[src/rtl/muldiv_pkg.sv]
package muldiv_pkg;
  localparam int FUNC_W = 6;

  localparam logic [FUNC_W-1:0] FN_RD_HI = 6'h10;
  localparam logic [FUNC_W-1:0] FN_WR_HI = 6'h11;
  localparam logic [FUNC_W-1:0] FN_RD_LO = 6'h12;
  localparam logic [FUNC_W-1:0] FN_WR_LO = 6'h13;
  localparam logic [FUNC_W-1:0] FN_MUL_S = 6'h18;
  localparam logic [FUNC_W-1:0] FN_MUL_U = 6'h19;
  localparam logic [FUNC_W-1:0] FN_DIV_S = 6'h1a;
  localparam logic [FUNC_W-1:0] FN_DIV_U = 6'h1b;

  typedef enum logic [1:0] {
    SQ_IDLE  = 2'd0,
    SQ_SETUP = 2'd1,
    SQ_RUN   = 2'd2
  } seq_state_t;

  function automatic logic is_arith(input logic [FUNC_W-1:0] f);
    return (f == FN_MUL_S) || (f == FN_MUL_U) || (f == FN_DIV_S) || (f == FN_DIV_U);
  endfunction
endpackage

[src/rtl/muldiv_seq.sv]
module muldiv_seq
  import muldiv_pkg::*;
#(
  parameter int WIDTH = 32
) (
  input  logic clk,
  input  logic rst_n,
  input  logic start,
  output logic busy,
  output logic setup,
  output logic step,
  output logic last
);
  localparam int CNT_W = (WIDTH > 1) ? $clog2(WIDTH) : 1;
  localparam logic [CNT_W-1:0] CNT_LAST = CNT_W'(WIDTH - 1);

  seq_state_t       state;
  logic [CNT_W-1:0] iter;

  assign busy  = (state != SQ_IDLE);
  assign setup = (state == SQ_SETUP);
  assign step  = (state == SQ_RUN);
  assign last  = step && (iter == CNT_LAST);

  always_ff @(posedge clk or negedge rst_n) begin
    if (!rst_n) begin
      state <= SQ_IDLE;
      iter  <= '0;
    end else begin
      unique case (state)
        SQ_IDLE: if (start) state <= SQ_SETUP;
        SQ_SETUP: begin
          state <= SQ_RUN;
          iter  <= '0;
        end
        SQ_RUN: begin
          if (iter == CNT_LAST) state <= SQ_IDLE;
          else iter <= iter + 1'b1;
        end
        default: state <= SQ_IDLE;
      endcase
    end
  end
endmodule

[src/rtl/muldiv_engine.sv]
module muldiv_engine #(
  parameter int WIDTH = 32
) (
  input  logic             clk,
  input  logic             rst_n,
  input  logic             start,
  input  logic             op_div,
  input  logic             op_signed,
  input  logic [WIDTH-1:0] a_in,
  input  logic [WIDTH-1:0] b_in,
  input  logic             setup,
  input  logic             step,
  output logic [WIDTH-1:0] res_hi,
  output logic [WIDTH-1:0] res_lo
);
  localparam int PW = 2 * WIDTH;

  logic [WIDTH-1:0] raw_a, raw_b;
  logic             mode_div, mode_sgn;
  logic [WIDTH:0]   acc;
  logic [WIDTH-1:0] low, opnd;
  logic             neg_main, neg_rem, div_zero;

  logic [WIDTH:0]   acc_n;
  logic [WIDTH-1:0] low_n;

  function automatic logic [WIDTH-1:0] magn(input logic [WIDTH-1:0] v, input logic sgn);
    return (sgn && v[WIDTH-1]) ? (~v + 1'b1) : v;
  endfunction

  // one iteration: shift-add for multiply, restoring subtract for divide
  logic [WIDTH:0]   add_sum;
  logic [WIDTH:0]   shifted;
  logic [WIDTH+1:0] trial;
  always_comb begin
    add_sum = acc + (low[0] ? {1'b0, opnd} : '0);
    shifted = {acc[WIDTH-1:0], low[WIDTH-1]};
    trial   = {1'b0, shifted} - {2'b00, opnd};
    if (!mode_div) begin
      acc_n = {1'b0, add_sum[WIDTH:1]};
      low_n = {add_sum[0], low[WIDTH-1:1]};
    end else if (!trial[WIDTH+1]) begin
      acc_n = trial[WIDTH:0];
      low_n = {low[WIDTH-2:0], 1'b1};
    end else begin
      acc_n = shifted;
      low_n = {low[WIDTH-2:0], 1'b0};
    end
  end

  // sign fix-up applied to the value after the final iteration
  logic [PW-1:0]    prod, prod_f;
  logic [WIDTH-1:0] quo_f, rem_f;
  always_comb begin
    prod   = {acc_n[WIDTH-1:0], low_n};
    prod_f = neg_main ? (~prod + 1'b1) : prod;
    quo_f  = neg_main ? (~low_n + 1'b1) : low_n;
    rem_f  = neg_rem ? (~acc_n[WIDTH-1:0] + 1'b1) : acc_n[WIDTH-1:0];
    if (!mode_div) begin
      res_hi = prod_f[PW-1:WIDTH];
      res_lo = prod_f[WIDTH-1:0];
    end else if (div_zero) begin
      res_hi = raw_a;
      res_lo = '1;
    end else begin
      res_hi = rem_f;
      res_lo = quo_f;
    end
  end

  always_ff @(posedge clk or negedge rst_n) begin
    if (!rst_n) begin
      raw_a    <= '0;
      raw_b    <= '0;
      mode_div <= 1'b0;
      mode_sgn <= 1'b0;
      acc      <= '0;
      low      <= '0;
      opnd     <= '0;
      neg_main <= 1'b0;
      neg_rem  <= 1'b0;
      div_zero <= 1'b0;
    end else if (start) begin
      raw_a    <= a_in;
      raw_b    <= b_in;
      mode_div <= op_div;
      mode_sgn <= op_signed;
    end else if (setup) begin
      acc      <= '0;
      low      <= magn(raw_a, mode_sgn);
      opnd     <= magn(raw_b, mode_sgn);
      neg_main <= mode_sgn && (raw_a[WIDTH-1] ^ raw_b[WIDTH-1]);
      neg_rem  <= mode_sgn && mode_div && raw_a[WIDTH-1];
      div_zero <= (raw_b == '0);
    end else if (step) begin
      acc <= acc_n;
      low <= low_n;
    end
  end
endmodule

[src/rtl/muldiv_unit.sv]
module muldiv_unit
  import muldiv_pkg::*;
#(
  parameter int WIDTH = 32
) (
  input  logic             clk,
  input  logic             rst_n,
  input  logic             cmd_valid,
  output logic             cmd_ready,
  input  logic [5:0]       cmd_func,
  input  logic [WIDTH-1:0] cmd_a,
  input  logic [WIDTH-1:0] cmd_b,
  output logic             busy,
  output logic             rsp_valid,
  input  logic             rsp_ready,
  output logic [WIDTH-1:0] rsp_data
);
  logic             take, start, setup, step, last;
  logic [WIDTH-1:0] reg_hi, reg_lo, res_hi, res_lo;

  assign cmd_ready = !busy && !(rsp_valid && !rsp_ready);
  assign take      = cmd_valid && cmd_ready;
  assign start     = take && is_arith(cmd_func);

  muldiv_seq #(.WIDTH(WIDTH)) u_seq (
    .clk   (clk),
    .rst_n (rst_n),
    .start (start),
    .busy  (busy),
    .setup (setup),
    .step  (step),
    .last  (last)
  );

  muldiv_engine #(.WIDTH(WIDTH)) u_eng (
    .clk       (clk),
    .rst_n     (rst_n),
    .start     (start),
    .op_div    (cmd_func[1]),
    .op_signed (!cmd_func[0]),
    .a_in      (cmd_a),
    .b_in      (cmd_b),
    .setup     (setup),
    .step      (step),
    .res_hi    (res_hi),
    .res_lo    (res_lo)
  );

  always_ff @(posedge clk or negedge rst_n) begin
    if (!rst_n) begin
      reg_hi <= '0;
      reg_lo <= '0;
    end else if (last) begin
      reg_hi <= res_hi;
      reg_lo <= res_lo;
    end else if (take && cmd_func == FN_WR_HI) begin
      reg_hi <= cmd_a;
    end else if (take && cmd_func == FN_WR_LO) begin
      reg_lo <= cmd_a;
    end
  end

  always_ff @(posedge clk or negedge rst_n) begin
    if (!rst_n) begin
      rsp_valid <= 1'b0;
      rsp_data  <= '0;
    end else if (take && (cmd_func == FN_RD_HI || cmd_func == FN_RD_LO)) begin
      rsp_valid <= 1'b1;
      rsp_data  <= (cmd_func == FN_RD_HI) ? reg_hi : reg_lo;
    end else if (rsp_ready) begin
      rsp_valid <= 1'b0;
    end
  end
endmodule

[config.mk]
export PLATFORM = sky130hd
export DESIGN_NAME = muldiv_unit
export DESIGN_NICKNAME = d
export VERILOG_FILES = /design/src/rtl/muldiv_pkg.sv /design/src/rtl/muldiv_seq.sv /design/src/rtl/muldiv_engine.sv /design/src/rtl/muldiv_unit.sv
export SDC_FILE = /design/constraint.sdc
export NUM_CORES = 1
export LEC_CHECK = 0
export BUFFER_PORTS_ARGS = -buffer_cell sky130_fd_sc_hd__clkbuf_2
export CORE_ASPECT_RATIO = 0.5
export CORE_MARGIN = 3
export CORE_UTILIZATION = 50
export DETAILED_ROUTE_END_ITERATION = 10
export HOLD_SLACK_MARGIN = 0.05
export PLACE_DENSITY_LB_ADDON = 0.12
export SLEW_MARGIN = 30
export SYNTH_ARGS = -nofsm -noshare
export SYNTH_HDL_FRONTEND = slang
export SYNTH_SLANG_ARGS = --single-unit
[constraint.sdc]
create_clock -name clk -period 13.5 [get_ports clk]
set_input_delay 1.35 -clock clk [delete_from_list [all_inputs] [get_ports clk]]
set_output_delay 1.35 -clock clk [all_outputs]
set_load 0.02 [all_outputs]
==> qor.txt <==
Max Fclk: 0.171 GHz
DRT Pass-1 Iters: 6
Crit-path slowest cell: or4_1
depth of the CTS H-tree: 1
clock slew at reported path FFs: 80 ps
Post-Layout Cell Count: 3,067
die width: 295 um
# clock sinks: 270
Max-slew headroom: 30.0%
vias in the first global route: 18,004
Starting Density: 51.1%
Row Count: 52
clock tree from TritonCTS: done
final setup vio count: 0
family with the most delay on the worst path: compound AO/OA/AOI/OAI gates
top cells by count, synth: 270 x dfrtp_1, 230 x nand2_1, 195 x a21oi_1, 193 x o21ai_0, 187 x nor2_1
Iter 0 DRT Violations: 2,369
post-synth cell types: 98
clk_lat worst skew: 610 ps
Buf/Inv on CP: 4
drt wl/cell: 23.1 um
outcome: finished, final reports clean
gr ovfl total: 0
Worst-Margin Slew: 1050 ps
n_diodes: 0
RSZ-0062 raised after global routing: no
Pleak: 9.85 nW
IO buf count: 108
WP data arrival: 6330 ps
crit path capture type: flop
Die Area: 44,300 um2
area delta synth->final: 8.69%
# hold bufs at CTS: 0
Final min period: 5830 ps
max-cap viol count: 0
Ys Warns: 0
post-CTS setup buffers: 0
Final Cycle Share: 43.2%
drt drc: 0
Post-synth EDFFs: 0
Yosys top cell area share: 32.4%
Avg Cell Area, Syn: 8.34 um2
total negative slack: 0 ps
Yosys reg bits: 270
cts bufs inserted: 28
worst-path fanout max: 17
Post-CTS Resized: 0
final hold vios: 0
maximum buffer depth of the clock tree: 3
share of layout cells above drive strength 1: 13.3%
Nets: 2,657
Syn Std Cell Area: 20,800 um2
core area: 40,800 um2
most frequent cell after synthesis: dfrtp_1
first-pass GRT wire length: 109,000 um
VDD IR-drop max: 0.116 mV
# IOs: 109
Post-Synthesis Cells: 2,497
power per cell area: 285 nW/um2
number of nets with antenna violations after routing: 0
class of the most critical setup path: reg -> reg
vias per cell: 6.42
Pins Over Slew Limit: 0
post-detail-place hpwl: 52,100 um
WL final: 70,900 um
Worst path max stage delay: 650 ps
cell taking the most area after synthesis: dfrtp_1
Layout Skew: 32.0 ps
Hold Path Class: reg -> reg
CP startpoint kind: flop
post-synth net total: 2,646
initial antenna violation count: 0
crit-path cells: inv_1 -> ha_1 -> nor2b_1 -> o2111ai_1 -> a211oi_2 -> o21ai_2 -> buf_4 -> nand2_1 -> buf_4 -> a311oi_1 -> inv_1 -> ha_1 -> nand2_1 -> a2111o_1 -> nand3_1 -> nand3_2 -> or4_1 -> or2_1 -> o311ai_1 -> a21oi_1 -> o32a_1
largest net degree at the start of global routing: 82
top post-synthesis cells by area: dfrtp_1 32%, mux2_2 5.2%, a21oi_1 4.7%
FFs w/ async S/R, synth: 100%
DP Cell Count: 3,017
RePlAce Congestion: 0.962
share of the yosys chip area belonging to registers: 32.4%
Chip Height: 150 um
via count: 19,690
Req. time, crit path: 13,990 ps
CTS root buf: clkbuf_16
GRT Util Overall: 31.6%
top_reg_cell synth: dfrtp_1
## metal layers
layer  up-vias  routed length [um]  track usage (%)
li1       9116                   -                -
met1      9495               32700             47.6
met2       959               28900             45.8
met3       120                7200             6.25
met4         0                2090             8.86
met5         -                   0                0
## report_power, final
group          total (mW)  switching (mW)  internal [mW]
logic                4.14            2.68           1.46
clock network       0.816           0.363          0.454
registers            1.50           0.374           1.12
## through the flow
stage	util [%]	hold WS (ps)	setup slack, ps	area, um2	power [mW]
after CTS	55.4	485	7820	22600	6.33
after global routing	55.5	504	7340	22600	6.87
after floorplan	-	450	8390	20800	4.27
after detailed placement	53.1	471	7830	21700	5.49
final	55.5	479	7670	22600	6.46
after global placement	53.1	461	7990	21700	5.47
## sequential cells by signal, summed over array words and instances (netlist names)
signal / count
reg_hi: 32
reg_lo: 32
rsp_data: 32
rsp_valid: 1
u_eng.acc: 33
u_eng.div_zero: 1
u_eng.low: 32
u_eng.mode_div: 1
u_eng.mode_sgn: 1
u_eng.neg_main: 1
u_eng.neg_rem: 1
u_eng.opnd: 32
u_eng.raw_a: 32
u_eng.raw_b: 32
u_seq.iter: 5
u_seq.state: 2
## layout make-up
type,count,area [um2]
inverters,125,469
well taps,540,676
multi-input cells,1941,13000
flip-flops and latches,270,6760
repair buffers,142,821
clock buffers,38,798
clock inverters,11,138
fillers,3833,18200
## worst register-to-register path, stage by stage (launching register included)
cell       delay, ps
dfrtp_1          390
inv_1            100
ha_1             280
nor2b_1          190
o2111ai_1        390
a211oi_2         430
o21ai_2           70
buf_4            210
nand2_1          210
buf_4            300
a311oi_1         270
inv_1            320
ha_1             240
nand2_1           80
a2111o_1         330
nand3_1          130
nand3_2           80
or4_1            650
or2_1            360
o311ai_1         270
a21oi_1          100
o32a_1           340
## final timing paths
kind,start,end,slack [ps],cells past startpoint
min in group asynchronous,rst_n,rsp_data[2],690,1
hold / removal,reg_lo[2],reg_lo[2],480,2
max in group asynchronous,rst_n,u_eng.opnd[23],11690,2
hold reg to reg,reg_lo[2],reg_lo[2],480,2
setup reg to reg,u_eng.opnd[1],reg_hi[28],7670,21
setup / recovery,u_eng.opnd[1],reg_hi[28],7670,21
## layout by cell type, fill, tap and decap left out, types with 26 or more instances in the layout
master	count
nand3_1	62
nor3_1	56
dfrtp_1	269
and2_1	48
a21o_1	26
o22ai_1	74
buf_4	30
a21oi_1	194
nand4_1	29
xnor2_1	83
ha_1	71
clkbuf_2	107
mux2_2	97
o21ai_0	193
xor2_1	76
o31ai_1	36
clkbuf_16	28
nor2_1	186
mux2i_1	83
o211ai_1	38
inv_1	124
nand2_1	229
## cell families after synthesis
kind of cell,after synthesis,synth area share [%]
compound gates,777,24.2
simple gates,750,17.4
buf+inv,286,5.47
flops,270,32.4
mux,180,9.23
xor+xnor,159,6.69
fa+ha+maj,75,4.58
No activity file was read; power rests on OpenSTA's default activity.
